**src/rtl/qc_agen_pkg.sv**
```systemverilog
package qc_agen_pkg;
  typedef enum logic {PH_CHECK = 1'b0, PH_VAR = 1'b1} phase_e;

  // number of grid rows for a normalized mode (0, 1, 2)
  function automatic int rows_for(input logic [1:0] m, input int ncol);
    case (m)
      2'd0:    return ncol / 8;
      2'd1:    return ncol / 4;
      default: return ncol / 2;
    endcase
  endfunction

  // placeholder occupancy pattern of the grid
  function automatic logic circ_present(input logic [1:0] m, input int r, input int c);
    return ((r + 2 * c + int'(m)) % 3) != 0;
  endfunction

  // placeholder cyclic shift of an occupied position
  function automatic int circ_shift(input logic [1:0] m, input int r, input int c, input int z);
    return (7 * r + 11 * c + 3 * int'(m)) % z;
  endfunction

  // modular add of two operands already below z: one compare, one subtract
  function automatic int wrap_add(input int a, input int b, input int z);
    int s;
    s = a + b;
    if (s >= z) s = s - z;
    return s;
  endfunction
endpackage

```
**src/rtl/qc_circ_ctr.sv**
```systemverilog
module qc_circ_ctr
  import qc_agen_pkg::*;
#(
  parameter int Z  = 112,
  parameter int AW = $clog2(Z)
) (
  input  logic          clk,
  input  logic          rst_n,
  input  logic          clr,
  input  logic          adv,
  input  logic [AW-1:0] shift,
  input  phase_e        phase,
  output logic [AW-1:0] addr,
  output logic          k_last
);
  logic [AW-1:0] k_q;

  assign k_last = (int'(k_q) == Z - 1);
  assign addr   = (phase == PH_VAR) ? k_q : AW'(wrap_add(int'(shift), int'(k_q), Z));

  always_ff @(posedge clk or negedge rst_n) begin
    if (!rst_n)   k_q <= '0;
    else if (clr) k_q <= '0;
    else if (adv) k_q <= k_last ? '0 : k_q + 1'b1;
  end

  // inside one check circulant, each address is one more than the last, modulo Z
  a_r4_wrap_step: assert property (@(posedge clk) disable iff (!rst_n)
    (adv && !k_last && !clr && phase == PH_CHECK) |=>
      (int'(addr) == ((int'($past(addr)) == Z - 1) ? 0 : int'($past(addr)) + 1)));

  // inside one variable circulant, the address increases by exactly one
  a_r5_linear_step: assert property (@(posedge clk) disable iff (!rst_n)
    (adv && !k_last && !clr && phase == PH_VAR) |=> (int'(addr) == int'($past(addr)) + 1));

  // address stays inside the circulant
  a_r9_addr_range: assert property (@(posedge clk) disable iff (!rst_n) int'(addr) < Z);
endmodule

```
**src/rtl/qc_grid_walk.sv**
```systemverilog
module qc_grid_walk #(
  parameter int NCOL = 72,
  parameter int RW   = 6,
  parameter int CW   = 7,
  parameter int BW   = 12
) (
  input  logic          clk,
  input  logic          rst_n,
  input  logic          clr,
  input  logic          step,
  input  logic          present,
  input  logic [RW-1:0] row_last,
  output logic [RW-1:0] r,
  output logic [CW-1:0] c,
  output logic [BW-1:0] blk,
  output logic          at_end
);
  logic col_last;

  assign col_last = (int'(c) == NCOL - 1);
  assign at_end   = col_last && (r == row_last);

  always_ff @(posedge clk or negedge rst_n) begin
    if (!rst_n) begin
      r <= '0; c <= '0; blk <= '0;
    end else if (clr) begin
      r <= '0; c <= '0; blk <= '0;
    end else if (step) begin
      if (present) blk <= blk + 1'b1;
      if (col_last) begin
        c <= '0;
        r <= r + 1'b1;
      end else begin
        c <= c + 1'b1;
      end
    end
  end

  // leaving an occupied circulant advances the memory index by one
  a_r3_blk_count: assert property (@(posedge clk) disable iff (!rst_n)
    (step && present && !clr) |=> (blk == $past(blk) + 1'b1));

  // leaving an empty position allocates nothing
  a_r3_empty_skip: assert property (@(posedge clk) disable iff (!rst_n)
    (step && !present && !clr) |=> $stable(blk));
endmodule

```
**src/rtl/qc_addr_gen.sv**
```systemverilog
module qc_addr_gen
  import qc_agen_pkg::*;
#(
  parameter int Z    = 112,
  parameter int NCOL = 72,
  parameter int ITER = 16,
  localparam int AW  = $clog2(Z),
  localparam int BW  = $clog2(NCOL * (NCOL / 2) + 1)
) (
  input  logic          clk,
  input  logic          rst_n,
  input  logic          start,
  input  logic [1:0]    rate_sel,
  input  logic          stall,
  output logic          busy,
  output logic          valid,
  output logic          phase,
  output logic [BW-1:0] blk,
  output logic [AW-1:0] addr,
  output logic          phase_done,
  output logic          cw_done
);
  localparam int RW = (NCOL / 2 > 1) ? $clog2(NCOL / 2) : 1;
  localparam int CW = (NCOL > 1) ? $clog2(NCOL) : 1;
  localparam int IW = $clog2(ITER + 1);

  logic          busy_q;
  logic [1:0]    mode_q;
  phase_e        phase_q;
  logic [IW-1:0] iter_q;

  logic [RW-1:0] r, row_last;
  logic [CW-1:0] c;
  logic [AW-1:0] shift_here;
  logic          tick, here_present, k_last, pos_end, step, grid_end;
  logic          sweep_end, last_iter, cw_end, launch, clr;

  assign tick         = busy_q && !stall;
  assign here_present = circ_present(mode_q, int'(r), int'(c));
  assign shift_here   = AW'(circ_shift(mode_q, int'(r), int'(c), Z));
  assign row_last     = RW'(rows_for(mode_q, NCOL) - 1);
  assign pos_end      = !here_present || k_last;
  assign step         = tick && pos_end;
  assign sweep_end    = step && grid_end;
  assign last_iter    = (int'(iter_q) == ITER - 1);
  assign cw_end       = sweep_end && (phase_q == PH_VAR) && last_iter;
  assign launch       = start && !busy_q;
  assign clr          = launch || sweep_end;

  qc_circ_ctr #(.Z(Z), .AW(AW)) u_circ (
    .clk(clk), .rst_n(rst_n), .clr(clr), .adv(tick && here_present),
    .shift(shift_here), .phase(phase_q), .addr(addr), .k_last(k_last)
  );

  qc_grid_walk #(.NCOL(NCOL), .RW(RW), .CW(CW), .BW(BW)) u_grid (
    .clk(clk), .rst_n(rst_n), .clr(clr), .step(step), .present(here_present),
    .row_last(row_last), .r(r), .c(c), .blk(blk), .at_end(grid_end)
  );

  always_ff @(posedge clk or negedge rst_n) begin
    if (!rst_n) begin
      busy_q  <= 1'b0;
      mode_q  <= 2'd0;
      phase_q <= PH_CHECK;
      iter_q  <= '0;
    end else if (launch) begin
      busy_q  <= 1'b1;
      mode_q  <= (rate_sel == 2'd3) ? 2'd2 : rate_sel;
      phase_q <= PH_CHECK;
      iter_q  <= '0;
    end else if (sweep_end) begin
      if (phase_q == PH_CHECK) begin
        phase_q <= PH_VAR;
      end else begin
        phase_q <= PH_CHECK;
        if (last_iter) busy_q <= 1'b0;
        else           iter_q <= iter_q + 1'b1;
      end
    end
  end

  assign busy       = busy_q;
  assign valid      = tick && here_present;
  assign phase      = phase_q;
  assign phase_done = sweep_end;
  assign cw_done    = cw_end;

  // the captured mode never changes during a codeword and is never 3
  a_r2_mode_hold: assert property (@(posedge clk) disable iff (!rst_n)
    (busy_q && $past(busy_q)) |-> (mode_q == $past(mode_q) && mode_q != 2'd3));

  // the codeword end is also a sweep end, and busy drops right after it
  a_r7_done_order: assert property (@(posedge clk) disable iff (!rst_n)
    cw_done |-> phase_done);
  a_r7_busy_drop: assert property (@(posedge clk) disable iff (!rst_n)
    cw_done |=> !busy);

  // a stalled cycle emits nothing and moves nothing
  a_r8_stall_quiet: assert property (@(posedge clk) disable iff (!rst_n)
    stall |-> (!valid && !phase_done && !cw_done));
  a_r8_stall_hold: assert property (@(posedge clk) disable iff (!rst_n)
    (busy && stall) |=> ($stable(blk) && $stable(addr) && $stable(phase)));

  // an idle block is silent
  a_r1_idle_quiet: assert property (@(posedge clk) disable iff (!rst_n)
    !busy |-> (!valid && !phase_done && !cw_done));
endmodule

```
**config.mk**
```make
export PLATFORM = sky130hd
export DESIGN_NAME = qc_addr_gen
export DESIGN_NICKNAME = d
export VERILOG_FILES = /design/src/rtl/qc_agen_pkg.sv /design/src/rtl/qc_circ_ctr.sv /design/src/rtl/qc_grid_walk.sv /design/src/rtl/qc_addr_gen.sv
export SDC_FILE = /design/constraint.sdc
export NUM_CORES = 1
export LEC_CHECK = 0
export CAP_MARGIN = 20
export CORE_MARGIN = 2
export CORE_UTILIZATION = 51
export CTS_CLUSTER_DIAMETER = 50
export DETAILED_ROUTE_END_ITERATION = 10
export DONT_BUFFER_PORTS = 1
export GPL_ROUTABILITY_DRIVEN = 1
export GPL_TIMING_DRIVEN = 1
export PLACE_DENSITY = 0.71
export SYNTH_ARGS = -nofsm -noshare
export SYNTH_HDL_FRONTEND = slang
export SYNTH_SLANG_ARGS = --single-unit
```
**constraint.sdc**
```tcl
create_clock -name clk -period 10.7 [get_ports clk]
set_clock_uncertainty 0.2 [all_clocks]
set_input_delay 1.07 -clock clk [delete_from_list [all_inputs] [get_ports clk]]
set_output_delay 1.07 -clock clk [all_outputs]
set_load 0.02 [all_outputs]
```
; After elaboration in Yosys (flattened, before gate mapping)
; Cells that the tools add are included.
[op_classes]
n_addsub = 12
multipliers = 3
n_div = 2
n_lt_le_gt_ge = 1
eq_ne = 7
muxes = 27
reduce_logical = 26
[ops]
columns = op, count
row1 = $mux W7, 8
row2 = $mux W12, 3
row3 = $mod A32 B3 Y32 const B, 1
row4 = $mod A32 B8 Y32 const B, 1
row5 = $reduce_bool A32 Y1, 1
row6 = $mux W5, 4
row7 = $mux W6, 3
row8 = $add A7 B1 Y7 const B, 2
row9 = $reduce_bool A2 Y1, 7
row10 = $add A12 B4 Y13, 1
row11 = $add A12 B1 Y12 const B, 1
row12 = $add A9 B11 Y12, 1
row13 = $pmux W6 S2, 1
row14 = $mul A4 B7 Y11 const A, 1
row15 = $add A9 B2 Y10, 1
row16 = $add A6 B8 Y9, 1
row17 = $mul A3 B6 Y9 const A, 1
row18 = $add A7 B7 Y8, 1
row19 = $ge A8 B7 Y1 const B, 1
row20 = $logic_and A1 B1 Y1, 8
row21 = $eq A7 B6 Y1 const B, 1
row22 = $eq A7 B7 Y1 const B, 1
row23 = $mux W1, 7
row24 = $sub A7 B7 Y7 const B, 1
row25 = other kinds (15), 20
[totals]
regBits = 41
input_bits = 6
output_inout_bits = 24
wordCells = 86

; Depth between registers and ports, before layout
; Gate-level depths: netlist of the first run.
[depth]
word_depth = 11
depth_mapped = 37

; By module
; A second synthesis of the first run with hierarchy kept.
[unflattened]
cells_unflattened = 653
hier_area_um2 = 5696.7
[by_module_without_submodules]
columns = mod, n_inst, cells_per_inst, area_per_inst_um2
row1 = qc_addr_gen, 1, 428, 3565.9
row2 = qc_grid_walk, 1, 139, 1373.8
row3 = qc_circ_ctr, 1, 86, 757.0

; Worst setup path after synthesis of the first run
; Ideal clock, no wire load.
[synth_timing]
kind = flip-flop to output port
from = register u_grid.r[0]
to = output port addr[6]
arrival_ns = 8.108
required_ns = 9.430
slack_ns = 1.322
path_stages_with_launch = 36
cell_sequence = dfrtp_1 fa_1 inv_1 fa_1 fa_1 fa_1 inv_1 ha_1 fa_1 a21o_1 a21oi_1 o21bai_1 a211oi_1 nand3b_1 and2_1 nand2_1 inv_1 ha_1 inv_1 a221o_1 nand2b_1 a21oi_1 nor3_1 o21ai_0 inv_1 or3_1 a21oi_1 nor2_1 ha_1 a21oi_1 xnor2_1 ha_1 inv_1 nor3_1 a21oi_1 o21ai_0
[synth_between]
elab_chain_len = 8
word_cells_on_any_way = 9
classes_between = add/sub: 4 / mul: 1 / div: 1 / order compare: 1 / mux: 2
[synth_rtl]
columns = item, line_no
row1 = "start, declared", qc_grid_walk.sv:13  ; output logic [RW-1:0] r,
row2 = "start signal, assigned", qc_grid_walk.sv:32  ; r <= r + 1'b1;
row3 = $mul A3 B6 Y9 (*), qc_agen_pkg.sv:20  ; return (7 * r + 11 * c + 3 * int'(m)) % z;
row4 = $add A9 B11 Y12 (*), qc_agen_pkg.sv:20
row5 = $add A12 B4 Y13 (*), qc_agen_pkg.sv:20
row6 = $mod A32 B8 Y32 (*), qc_agen_pkg.sv:20
row7 = $add A7 B7 Y8 (*), qc_agen_pkg.sv:26  ; s = a + b;
row8 = $sub A7 B7 Y7 / $ge A8 B7 Y1 (equally long branches), qc_agen_pkg.sv:27  ; if (s >= z) s = s - z;
row9 = $mux W7 (*), qc_agen_pkg.sv:27
row10 = $mux W7 (*), qc_circ_ctr.sv:19  ; assign addr = (phase == PH_VAR) ? k_q : AW'(wrap_add(int'(shift), int'(k_q), Z));
row11 = "end, declared", qc_addr_gen.sv:19  ; output logic [AW-1:0] addr,
; Mark *: on every way between the ends. The rest lies on a longest branch, timed or not.

; Worst setup path in the final report of the first run
[layout_timing]
from = register u_grid.r[0]
to = output port addr[4]
; The elaborated chain is that of the path after synthesis.

==> results of run 1 <==
[final cells by class]
| cell class | count | area [µm²] | area share [%] |
|---|---|---|---|
| repair buffers | 3 | 22.52 | 0.3897 |
| multi-input cells | 526 | 4200 | 72.68 |
| clock buffers | 6 | 72.57 | 1.256 |
| flip-flops and latches | 41 | 1026 | 17.75 |
| clock inverters | 2 | 38.79 | 0.6711 |
| well taps | 140 | 175.2 | 3.031 |
| inverters | 65 | 244.0 | 4.222 |
[final timing paths]
path,startpoint,end,slack (ns),depth (start not counted)
min in group clk,iter_q[4],iter_q[4],0.30,2
worst max register to register,u_grid.c[0],u_grid.blk[8],1.89,28
max in group asynchronous,rst_n,u_grid.r[5],9.95,0
worst min register to register,iter_q[4],iter_q[4],0.30,2
worst min-delay path,rst_n,u_grid.c[2],0.26,0
worst max-delay path,u_grid.r[0],addr[4],0.66,35
[stage by stage]
step,setup slack [ns],power [µW],hold WS (ns)
final,0.6573,1095,0.2621
after global routing,0.06887,1207,0.2437
after CTS,0.2421,1089,0.2574
after detailed placement,0.5687,961.0,0.2905
after global placement,0.9394,934.5,0.2842
after floorplan,1.322,820.1,0.2679
[state kept, by name (all words and copies together) (netlist names)]
register and flops:
u_grid.r 6, busy 1, u_grid.blk 12, u_circ.k_q 7, phase 1, u_grid.c 7, mode_q 2, iter_q 5
[power by group through the flow]
stage	sequential (µW)	combinational, µW	clock (µW)
after CTS	205	757	127
after detailed placement	208	753	0
final	205	763	126
after floorplan	195	625	0
after global routing	209	864	135
after global placement	206	728	0
[kinds of logic after synthesis]
logic type      after synthesis  share of synthesized area (%)
buf+inv                      82                          5.765
xor+xnor                     42                          6.783
mux                          12                          2.329
compound gates              171                          21.59
flops                        41                          18.54
simple gates                202                          18.81
fa+ha+maj                    99                          26.18
[synthesized netlist by cell type (all sizes together), types with 8 or more instances]
library cell | number | area (µm²)
a211oi | 8 | 60.06
a21o | 15 | 112.6
a21oi | 42 | 221.5
clkbuf | 12 | 45.04
dfrtp | 41 | 1026
fa | 29 | 580.6
ha | 67 | 838.3
inv | 64 | 240.2
mux2i | 8 | 80.08
nand2 | 44 | 165.2
nand2b | 9 | 56.30
nand3 | 29 | 145.1
nor2 | 34 | 127.6
nor3 | 24 | 120.1
o21ai | 26 | 130.1
o31ai | 14 | 110.1
or3 | 10 | 62.56
xnor2 | 32 | 287.8
xor2 | 10 | 87.58
[metal layers]
metal,share of wire [%],vias to the layer above
met5,0,-
met4,1.2,0
met3,4.1,16
met2,46,130
met1,49,2280
li1,-,2331
[worst register-to-register path: cells and delay by family (launching register included)]
family                     cells  cell delay [ns]
and+or+nand+nor                9             3.03
adders and majority gates      6             1.86
DFF                            1             0.52
AOI/OAI and AO/OA             11             2.94
xor gates and xnor gates       2             0.19
[layout by cell type (no fill, tap or decap), types with 4 or more instances in the layout]
| master | count |
|---|---|
| xnor2_1 | 31 |
| nand2_1 | 44 |
| nand3b_1 | 5 |
| nor4_1 | 5 |
| nor2b_1 | 7 |
| dfrtp_1 | 41 |
| clkbuf_8 | 5 |
| o31ai_1 | 13 |
| or2_2 | 5 |
| a21oi_1 | 41 |
| inv_1 | 64 |
| nand2b_1 | 9 |
| xor2_1 | 10 |
| o21a_1 | 7 |
| a311oi_1 | 4 |
| o21ai_0 | 20 |
| fa_1 | 29 |
| or3_1 | 10 |
| nor3_1 | 24 |
| a21o_1 | 15 |
| a211oi_1 | 8 |
| mux2i_1 | 8 |
| o22ai_1 | 6 |
| nor2_1 | 34 |
| and3_1 | 6 |
| ha_1 | 67 |
| nand3_1 | 29 |
| or4_1 | 6 |
| nand4_1 | 6 |
| a22oi_1 | 6 |
| o21bai_1 | 6 |
==> impl_metrics.py, run 1 <==
metrics = {
    "outcome": {
        "status": "completed",
    },
    "place": {
        "place_area_um2": 5657,
        "hpwlAfterDp_um": 9775,
        "dp.cells": 775,
        "portBuffers": 0,
        "gp_congestion": 0.8786,
    },
    "clock_tree": {
        "cts.htree.levels": 2,
        "numCtsBuffers": 5,
        "path_clk_slew_ns": 0.09,
        "cts_setup_buffers": 0,
        "cts_hold_buf": 0,
        "cts_tree": "built",
        "cts-resized-gates": 0,
        "cts_max_path_buffers": 2,
        "clock_latency_ns": 0.30,
        "clock_sinks": 41,
        "cts-root-buf": "clkbuf_8",
    },
    "setup_path": {
        "cp-start-kind": "flip-flop",
        "slowest_stage": "fa_1",
        "timing.critical_path.max_delay_family": "adder cells",
        "critPathArrivalTime_ns": 8.77,
        "cp_num_buf_inv": 4,
        "worstPathRequired_ns": 9.43,
        "crit_fanout": 9,
        "crit_top_cell": "fa_1",
        "path_class": "reg2out",
        "crit_path_end_kind": "output pin",
        "slowest_delay_ns": 0.57,
    },
    "timing": {
        "slew_viol_final": 0,
        "fmax_mhz": 99.57,
        "fin_crit_sh_pct": 93.86,
        "layout_min_cycle_time_ns": 10.04,
        "setup_tns_ns": 0,
        "relSlewSlack_pct": 29.42,
        "tightest_slew_ns": 1.049,
        "finalSetupViolCount": 0,
        "rsz0062_at_grt": "false",
        "hold_viol": 0,
    },
    "cells_and_area": {
        "nets": 744,
        "final_area_um2": 5779,
        "antenna_cells": 0,
        "layout-drive-gt1-share_pct": 5.132,
        "area_growth_syn_to_layout_pct": 4.431,
        "layoutNonFillerInstCount": 783,
        "post-route-util_pct": 54.02,
        "fillCellCount": 987,
    },
    "yosys": {
        "ys.flop_type": "dfrtp_1",
        "synthCells": 649,
        "synth.distinct_cells": 76,
        "synth.cell_area_um2": 5534,
        "ys_warn_count": 0,
        "yosysSeqAreaShare_pct": 18.54,
        "ys_ff_latch": 41,
        "synth_edf_count": 0,
        "synth_nets": 751,
        "synth-async-reset-ratio_pct": 100.0,
        "syn_area_per_cell_um2": 8.527,
    },
    "global_routing": {
        "grt_pass1_wl_um": 21130,
        "grt.met2_usage_pct": 35.67,
        "grt_busiest_layer": "met2",
        "grt_max_degree": 42,
        "antenna_found_initial": 0,
        "grtUsageTotal_pct": 21.74,
        "use_met1_pct": 31.35,
        "global_route.overflow_total": 0,
        "use_met3_pct": 2.471,
        "grt_pass1_vias": 4597,
    },
    "flow_run": {
        "drv_cap": 0,
    },
    "route": {
        "dr.pass1.iters": 5,
        "wl_per_cell_um": 15.70,
        "viasPerCell": 6.075,
        "num_vias": 4757,
        "first_iter_violations": 366,
        "wl_um": 12300,
        "ant_nets": 0,
        "drc_errors": 0,
    },
    "hold_path": {
        "hp-class": "in2async",
    },
    "power": {
        "internal_power_uw": 524.2,
        "p_switching_uw": 570.3,
        "sequentialPowerShare_pct": 18.7,
        "netSwitchingFraction_pct": 52.10,
        "ir_worst_vdd_v": 0.0002311,
        "powerDensity_nw_per_um2": 189.4,
        "comb_power_share_pct": 69.7,
        "pwr-share-clk_pct": 11.5,
        "p_leak_uw": 0.002665,
    },
    "floorplanning": {
        "die_h_um": 108.2,
        "initial_core_util_pct": 51.73,
        "io-pin-count": 30,
        "std_cell_rows": 38,
        "die_w_um": 108.2,
        "fp.coreArea_um2": 10700,
        "die-area_um2": 11700,
    },
}
(Power assumes the default switching activity.)
==> run 2, diff against run 1 <==
--- a/config.mk
+++ b/config.mk
@@ -5,6 +5,7 @@
 export SDC_FILE = /design/constraint.sdc
 export NUM_CORES = 1
 export LEC_CHECK = 0
+export ABC_AREA = 1
 export CAP_MARGIN = 20
 export CORE_MARGIN = 2
 export CORE_UTILIZATION = 51
@@ -14,6 +15,7 @@
 export GPL_ROUTABILITY_DRIVEN = 1
 export GPL_TIMING_DRIVEN = 1
 export PLACE_DENSITY = 0.71
+export SKIP_CTS_REPAIR_TIMING = 1
 export SYNTH_ARGS = -nofsm -noshare
 export SYNTH_HDL_FRONTEND = slang
 export SYNTH_SLANG_ARGS = --single-unit
==> constraint.sdc (replaced) <==
create_clock -name clk -period 12.7 [get_ports clk]
set_clock_uncertainty 0.2 [all_clocks]
set_input_delay 1.27 -clock clk [delete_from_list [all_inputs] [get_ports clk]]
set_output_delay 1.27 -clock clk [all_outputs]
set_load 0.02 [all_outputs]
==> run 2 against run 1 <==
Sequential share of layout area down 0.29 points. Register-to-register slack better by 3.8 ns. Synthesized cell count up 24%. Global-route usage down 1.2 points. Die area up 2.6%. Worst setup slack better by 1.3 ns. Worst hold slack better by 0.031 ns. Clock-buffer cell count down 1. Non-clock buffer count down 2. Flip-flop and latch count unchanged. Core utilization up 0.18 points.
==> impl_metrics.py, run 2 <==
metrics = {
    "outcome": {
        "status": "completed",
    },
    "global_routing": {
        "grtUsageTotal_pct": 20.51,
        "global_route.overflow_total": 0,
        "grt.met2_usage_pct": 35.85,
        "antenna_found_initial": 0,
        "use_met3_pct": 3.260,
        "use_met1_pct": 27.20,
        "grt_pass1_wl_um": 20390,
        "grt_busiest_layer": "met2",
        "grt_pass1_vias": 4757,
        "grt_max_degree": 42,
    },
    "setup_path": {
        "reg2reg_from": "u_grid.c[0]",
        "crit_top_cell": "nand2_1",
        "crit_path_end_kind": "output pin",
        "path_class": "reg2out",
        "r2r_cells": 48,
        "reg2reg_slack_ns": 5.65,
        "startpoint": "u_grid.r[0]",
        "slowest_stage": "fa_1",
        "cp-start-kind": "flip-flop",
        "slowest_delay_ns": 0.57,
        "critPathArrivalTime_ns": 9.28,
        "worstReg2RegEnd": "u_grid.blk[7]",
        "crit_fanout": 9,
        "worstPathRequired_ns": 11.23,
    },
    "route": {
        "drc_errors": 0,
        "wl_per_cell_um": 12.43,
        "wl_um": 11760,
        "viasPerCell": 5.173,
        "num_vias": 4894,
        "dr.pass1.iters": 7,
        "first_iter_violations": 301,
        "ant_nets": 0,
    },
    "floorplanning": {
        "io-pin-count": 30,
        "die_h_um": 109.6,
        "die-area_um2": 12010,
        "initial_core_util_pct": 52.45,
        "std_cell_rows": 38,
        "die_w_um": 109.6,
        "fp.coreArea_um2": 10840,
    },
    "yosys": {
        "syn_area_per_cell_um2": 7.045,
        "ys_ff_latch": 41,
        "synth_top_area_share_pct": 18.05,
        "synth.most_common_cell": "nand2_1",
        "yosys-top-cells-count": "223 x nand2_1, 129 x inv_1, 67 x ha_1",
        "synth_edf_count": 0,
        "synth.cell_area_um2": 5685,
        "netlist_top_cells_area": "dfrtp_1 18%, ha_1 15%, nand2_1 15%",
        "synth-async-reset-ratio_pct": 100.0,
        "synth_nets": 909,
        "yosysTopAreaCell": "dfrtp_1",
        "synthCells": 807,
        "ys.flop_type": "dfrtp_1",
        "synth.distinct_cells": 40,
        "yosysSeqAreaShare_pct": 18.05,
        "ys_warn_count": 0,
    },
    "cells_and_area": {
        "multiInputGateArea_um2": 4055,
        "largest_reg_flops": 12,
        "reg_top3": "u_grid.blk: 12 flops, u_circ.k_q: 7 flops, u_grid.c: 7 flops",
        "final-seq-area_um2": 1026,
        "largest_register": "u_grid.blk",
        "antenna_cells": 0,
        "final_cell_mix": "223 x nand2_1, 129 x inv_1, 67 x ha_1, 62 x nor2_1, 56 x nand3_1",
        "fillCellCount": 1043,
        "area_growth_syn_to_layout_pct": 3.345,
        "nets": 907,
        "final_common_cell": "nand2_1",
        "layout-drive-gt1-share_pct": 8.189,
    },
    "timing": {
        "fin_crit_sh_pct": 84.68,
        "hold_viol": 0,
        "tightest_slew_ns": 0.7237,
        "fmax_mhz": 92.99,
        "layout_min_cycle_time_ns": 10.75,
        "relSlewSlack_pct": 51.24,
        "slew_viol_final": 0,
        "setup_tns_ns": 0,
        "holdWs_ns": 0.2928,
        "rsz0062_at_grt": "false",
        "finalSetupViolCount": 0,
    },
    "clock_tree": {
        "cts-root-buf": "clkbuf_8",
        "numCtsBuffers": 5,
        "cts.htree.levels": 2,
        "clock_sinks": 41,
        "cts_max_path_buffers": 2,
        "cts_tree": "built",
        "clock_latency_ns": 0.30,
        "path_clk_slew_ns": 0.09,
    },
    "hold_path": {
        "hold_start": "iter_q[4]",
        "holdPathStages": 2,
        "hp-class": "reg2reg",
        "min_to": "iter_q[4]",
    },
    "place": {
        "gp_congestion": 0.8594,
        "portBuffers": 0,
        "hpwlAfterDp_um": 9578,
    },
    "flow_run": {
        "drv_cap": 0,
    },
}
## run 2: cell types whose count changed after synthesis, moves of 14 or more
cell,previous run,this run
nor3_1,24,8
nor2_1,34,62
xnor2_1,31,5
nand3_1,29,56
nand4_1,6,20
xor2_1,10,34
nand2_1,44,223
a21o_1,15,1
a21oi_1,41,16
inv_1,64,129
## run 2: layout make-up
cell class                      instances  share of cell area [%]
Clock buffer                            5                   1.171
Clock inverter                          3                  0.2981
Inverter                              140                   8.944
Multi-Input combinational cell        616                   69.02
Sequential cell                        41                   17.46
Tap cell                              140                   2.981
Timing Repair Buffer                    1                  0.1278
## run 2: logic make-up (layout without fill, tap and decap cells)
kind of cell / count (synthesis) / after routing / synth area share, %
adder cells (fa/ha/maj): 96 / 96 / 24.96
XOR/XNOR: 39 / 39 / 6.008
AO/OA/AOI/OAI: 62 / 62 / 6.140
flip-flops: 41 / 41 / 18.05
AND/OR/NAND/NOR: 419 / 419 / 34.22
buffers and inverters: 150 / 149 / 10.63
## run 2: worst max-delay path by stage
stage	end	cells past startpoint
after floorplan	addr[4]	51
after global placement	addr[4]	51
after detailed placement	addr[4]	51
after CTS	addr[4]	51
after global routing	addr[4]	51
final	addr[4]	51
## run 2: per-layer routing
metal  up-vias  routed length, µm  share of wire (%)
met5         -                  0                  0
met2        82               5732                 49
met1      2255               5485                 47
met4         0                 80               0.68
li1       2549                  -                  -
met3         8                459                3.9
## run 2: critical path, delay by kind of cell (launching register included)
| family | cells | cell delay [ns] |
|---|---|---|
| AOI/OAI and AO/OA | 8 | 1.50 |
| and+or+nand+nor | 26 | 2.91 |
| DFF | 1 | 0.50 |
| adders and majority gates | 9 | 3.37 |
| xor gates and xnor gates | 2 | 0.38 |
| buffers and inverters | 6 | 0.31 |
## run 2: per-stage QoR
step | instance area, µm² | worst slack (ns) | util [%] | std cells
final | 5876 | 1.946 | 54.20 | 946
after detailed placement | 5789 | 2.333 | 53.40 | 938
after CTS | 5876 | 1.996 | 54.20 | 946
after global routing | 5876 | 1.052 | 54.20 | 946
after floorplan | 5685 | 3.074 | - | 807
after global placement | 5789 | 2.771 | 53.40 | 938
Power of run 2 is not shown: default switching activity piles up to over one toggle a cycle in this logic, so the estimate is an artifact.
==> run 3, diff against run 2 <==
--- a/config.mk
+++ b/config.mk
@@ -5,7 +5,7 @@
 export SDC_FILE = /design/constraint.sdc
 export NUM_CORES = 1
 export LEC_CHECK = 0
-export ABC_AREA = 1
+export ABC_AREA = 0
 export CAP_MARGIN = 20
 export CORE_MARGIN = 2
 export CORE_UTILIZATION = 51
@@ -14,7 +14,7 @@
 export DONT_BUFFER_PORTS = 1
 export GPL_ROUTABILITY_DRIVEN = 1
 export GPL_TIMING_DRIVEN = 1
-export PLACE_DENSITY = 0.71
+export PLACE_DENSITY = 0.74
 export SKIP_CTS_REPAIR_TIMING = 1
 export SYNTH_ARGS = -nofsm -noshare
 export SYNTH_HDL_FRONTEND = slang
==> constraint.sdc (replaced) <==
create_clock -name clk -period 9.6 [get_ports clk]
set_clock_uncertainty 0.2 [all_clocks]
set_input_delay 0.96 -clock clk [delete_from_list [all_inputs] [get_ports clk]]
set_output_delay 0.96 -clock clk [all_outputs]
set_load 0.02 [all_outputs]
==> run 3 against run 2 <==
Worst hold slack worse by 0.14 ns. Flip-flop and latch count is the same. Wire length rose by 14%. Core utilization up 2.6 points. Critical path depth is 13 lower. Register-to-register slack worse by 4.4 ns. Global-route usage rose by 2.1 points. Non-clock buffer count grew 23. Final cell count is 15% lower. Die area down 2.6%. Cell area up 3.4%. Critical endpoint is now addr[5]. Largest cell class unchanged.
==> impl_metrics.py, run 3 (synthesis results as in run 1) <==
metrics = {
    "timing": {
        "setup_tns_ns": 0,
        "hold_viol": 0,
        "layout_setup_ws_ns": 0.2679,
        "relSlewSlack_pct": 48.54,
        "finalSetupViolCount": 0,
        "tightest_slew_ns": 0.7719,
        "fin_crit_sh_pct": 97.21,
        "slew_viol_final": 0,
        "layout_min_cycle_time_ns": 9.332,
        "holdWs_ns": 0.1494,
        "fmax_mhz": 107.2,
    },
    "cells_and_area": {
        "layoutNonFillerInstCount": 804,
        "nets": 765,
        "reg_top3": "u_grid.blk: 12 flops, u_circ.k_q: 7 flops, u_grid.c: 7 flops",
        "antenna_cells": 0,
        "largest_register": "u_grid.blk",
        "final_cell_mix": "64 x ha_1, 60 x inv_1, 41 x nand2_1, 38 x dfrtp_1",
        "largest_reg_flops": 12,
        "layout-drive-gt1-share_pct": 13.70,
        "fillCellCount": 955,
        "final_common_cell": "ha_1",
        "area_growth_syn_to_layout_pct": 9.767,
    },
    "floorplanning": {
        "io-pin-count": 30,
        "fp.coreArea_um2": 10700,
        "std_cell_rows": 38,
        "initial_core_util_pct": 51.73,
        "die-area_um2": 11700,
        "die_h_um": 108.2,
        "die_w_um": 108.2,
    },
    "clock_tree": {
        "clock_latency_ns": 0.30,
        "path_clk_slew_ns": 0.09,
        "cts_tree": "built",
        "cts.htree.levels": 2,
        "clock_sinks": 41,
        "cts-root-buf": "clkbuf_8",
        "cts_max_path_buffers": 2,
        "numCtsBuffers": 5,
    },
    "power": {
        "p_leak_uw": 0.002811,
        "ir_worst_vdd_v": 0.0002673,
        "powerDensity_nw_per_um2": 208.8,
        "p_total_uw": 1268,
    },
    "hold_path": {
        "hp-class": "in2async",
    },
    "global_routing": {
        "antenna_found_initial": 0,
        "grtUsageTotal_pct": 22.57,
        "grt_max_degree": 42,
        "global_route.overflow_total": 0,
        "grt_pass1_vias": 4623,
        "grt_pass1_wl_um": 21870,
    },
    "place": {
        "hpwlAfterDp_um": 10140,
        "dp_slack_ns": 0.07287,
        "dp.cells": 786,
        "gp_congestion": 0.9170,
        "portBuffers": 0,
    },
    "setup_path": {
        "cp_num_buf_inv": 7,
        "cp-start-kind": "flip-flop",
        "path_class": "reg2out",
        "slowest_delay_ns": 0.57,
        "worstPathRequired_ns": 8.44,
        "timing.critical_path.max_delay_family": "adder cells",
        "reg2reg_slack_ns": 1.26,
        "crit_path_end_kind": "output pin",
        "critPathArrivalTime_ns": 8.17,
        "slowest_stage": "fa_1",
        "crit_fanout": 7,
    },
    "route": {
        "viasPerCell": 6.138,
        "num_vias": 4935,
        "wl_um": 13410,
        "first_iter_violations": 445,
        "dr.pass1.iters": 5,
        "drc_errors": 0,
        "wl_per_cell_um": 16.68,
        "ant_nets": 0,
    },
    "outcome": {
        "status": "completed",
    },
    "flow_run": {
        "drv_cap": 0,
    },
}
## run 3: metal layers
layer	vias up	part of all wire [%]	global-route usage [%]
met5	-	0	0
met4	0	0.89	3.205
met3	14	4.6	2.652
met2	140	49	37.38
met1	2414	46	32.50
li1	2367	-	-
## run 3: final timing paths
path	cells after the start	end	startpoint
max in group asynchronous	0	u_grid.r[1]	rst_n
worst max-delay path	38	addr[5]	u_grid.r[1]
worst max register to register	29	u_grid.blk[10]	u_grid.r[1]
min in group clk	2	iter_q[4]	iter_q[4]
worst min-delay path	0	u_circ.k_q[6]	rst_n
worst min register to register	2	iter_q[4]	iter_q[4]
## run 3: area by class of cell
class | count | area (µm²) | share of cell area, %
inverter | 65 | 244.0 | 4.016
clock inverter | 3 | 25.02 | 0.4119
multi-input combinational | 526 | 4352 | 71.64
timing repair buffer | 24 | 180.2 | 2.966
sequential | 41 | 1030 | 16.95
clock buffer | 5 | 68.82 | 1.133
tap | 140 | 175.2 | 2.884
## run 3: where the power goes
group	switching, µW	internal (µW)	total, µW
clock	69.2	52.6	122
combinational	569	354	923
sequential	33.9	189	223
## run 3: metrics by stage
step,util (%),area (µm²)
floorplan,-,5534
global placement,53.65,5739
detailed placement,53.65,5739
CTS,54.53,5833
global route,56.78,6075
finish,56.78,6075
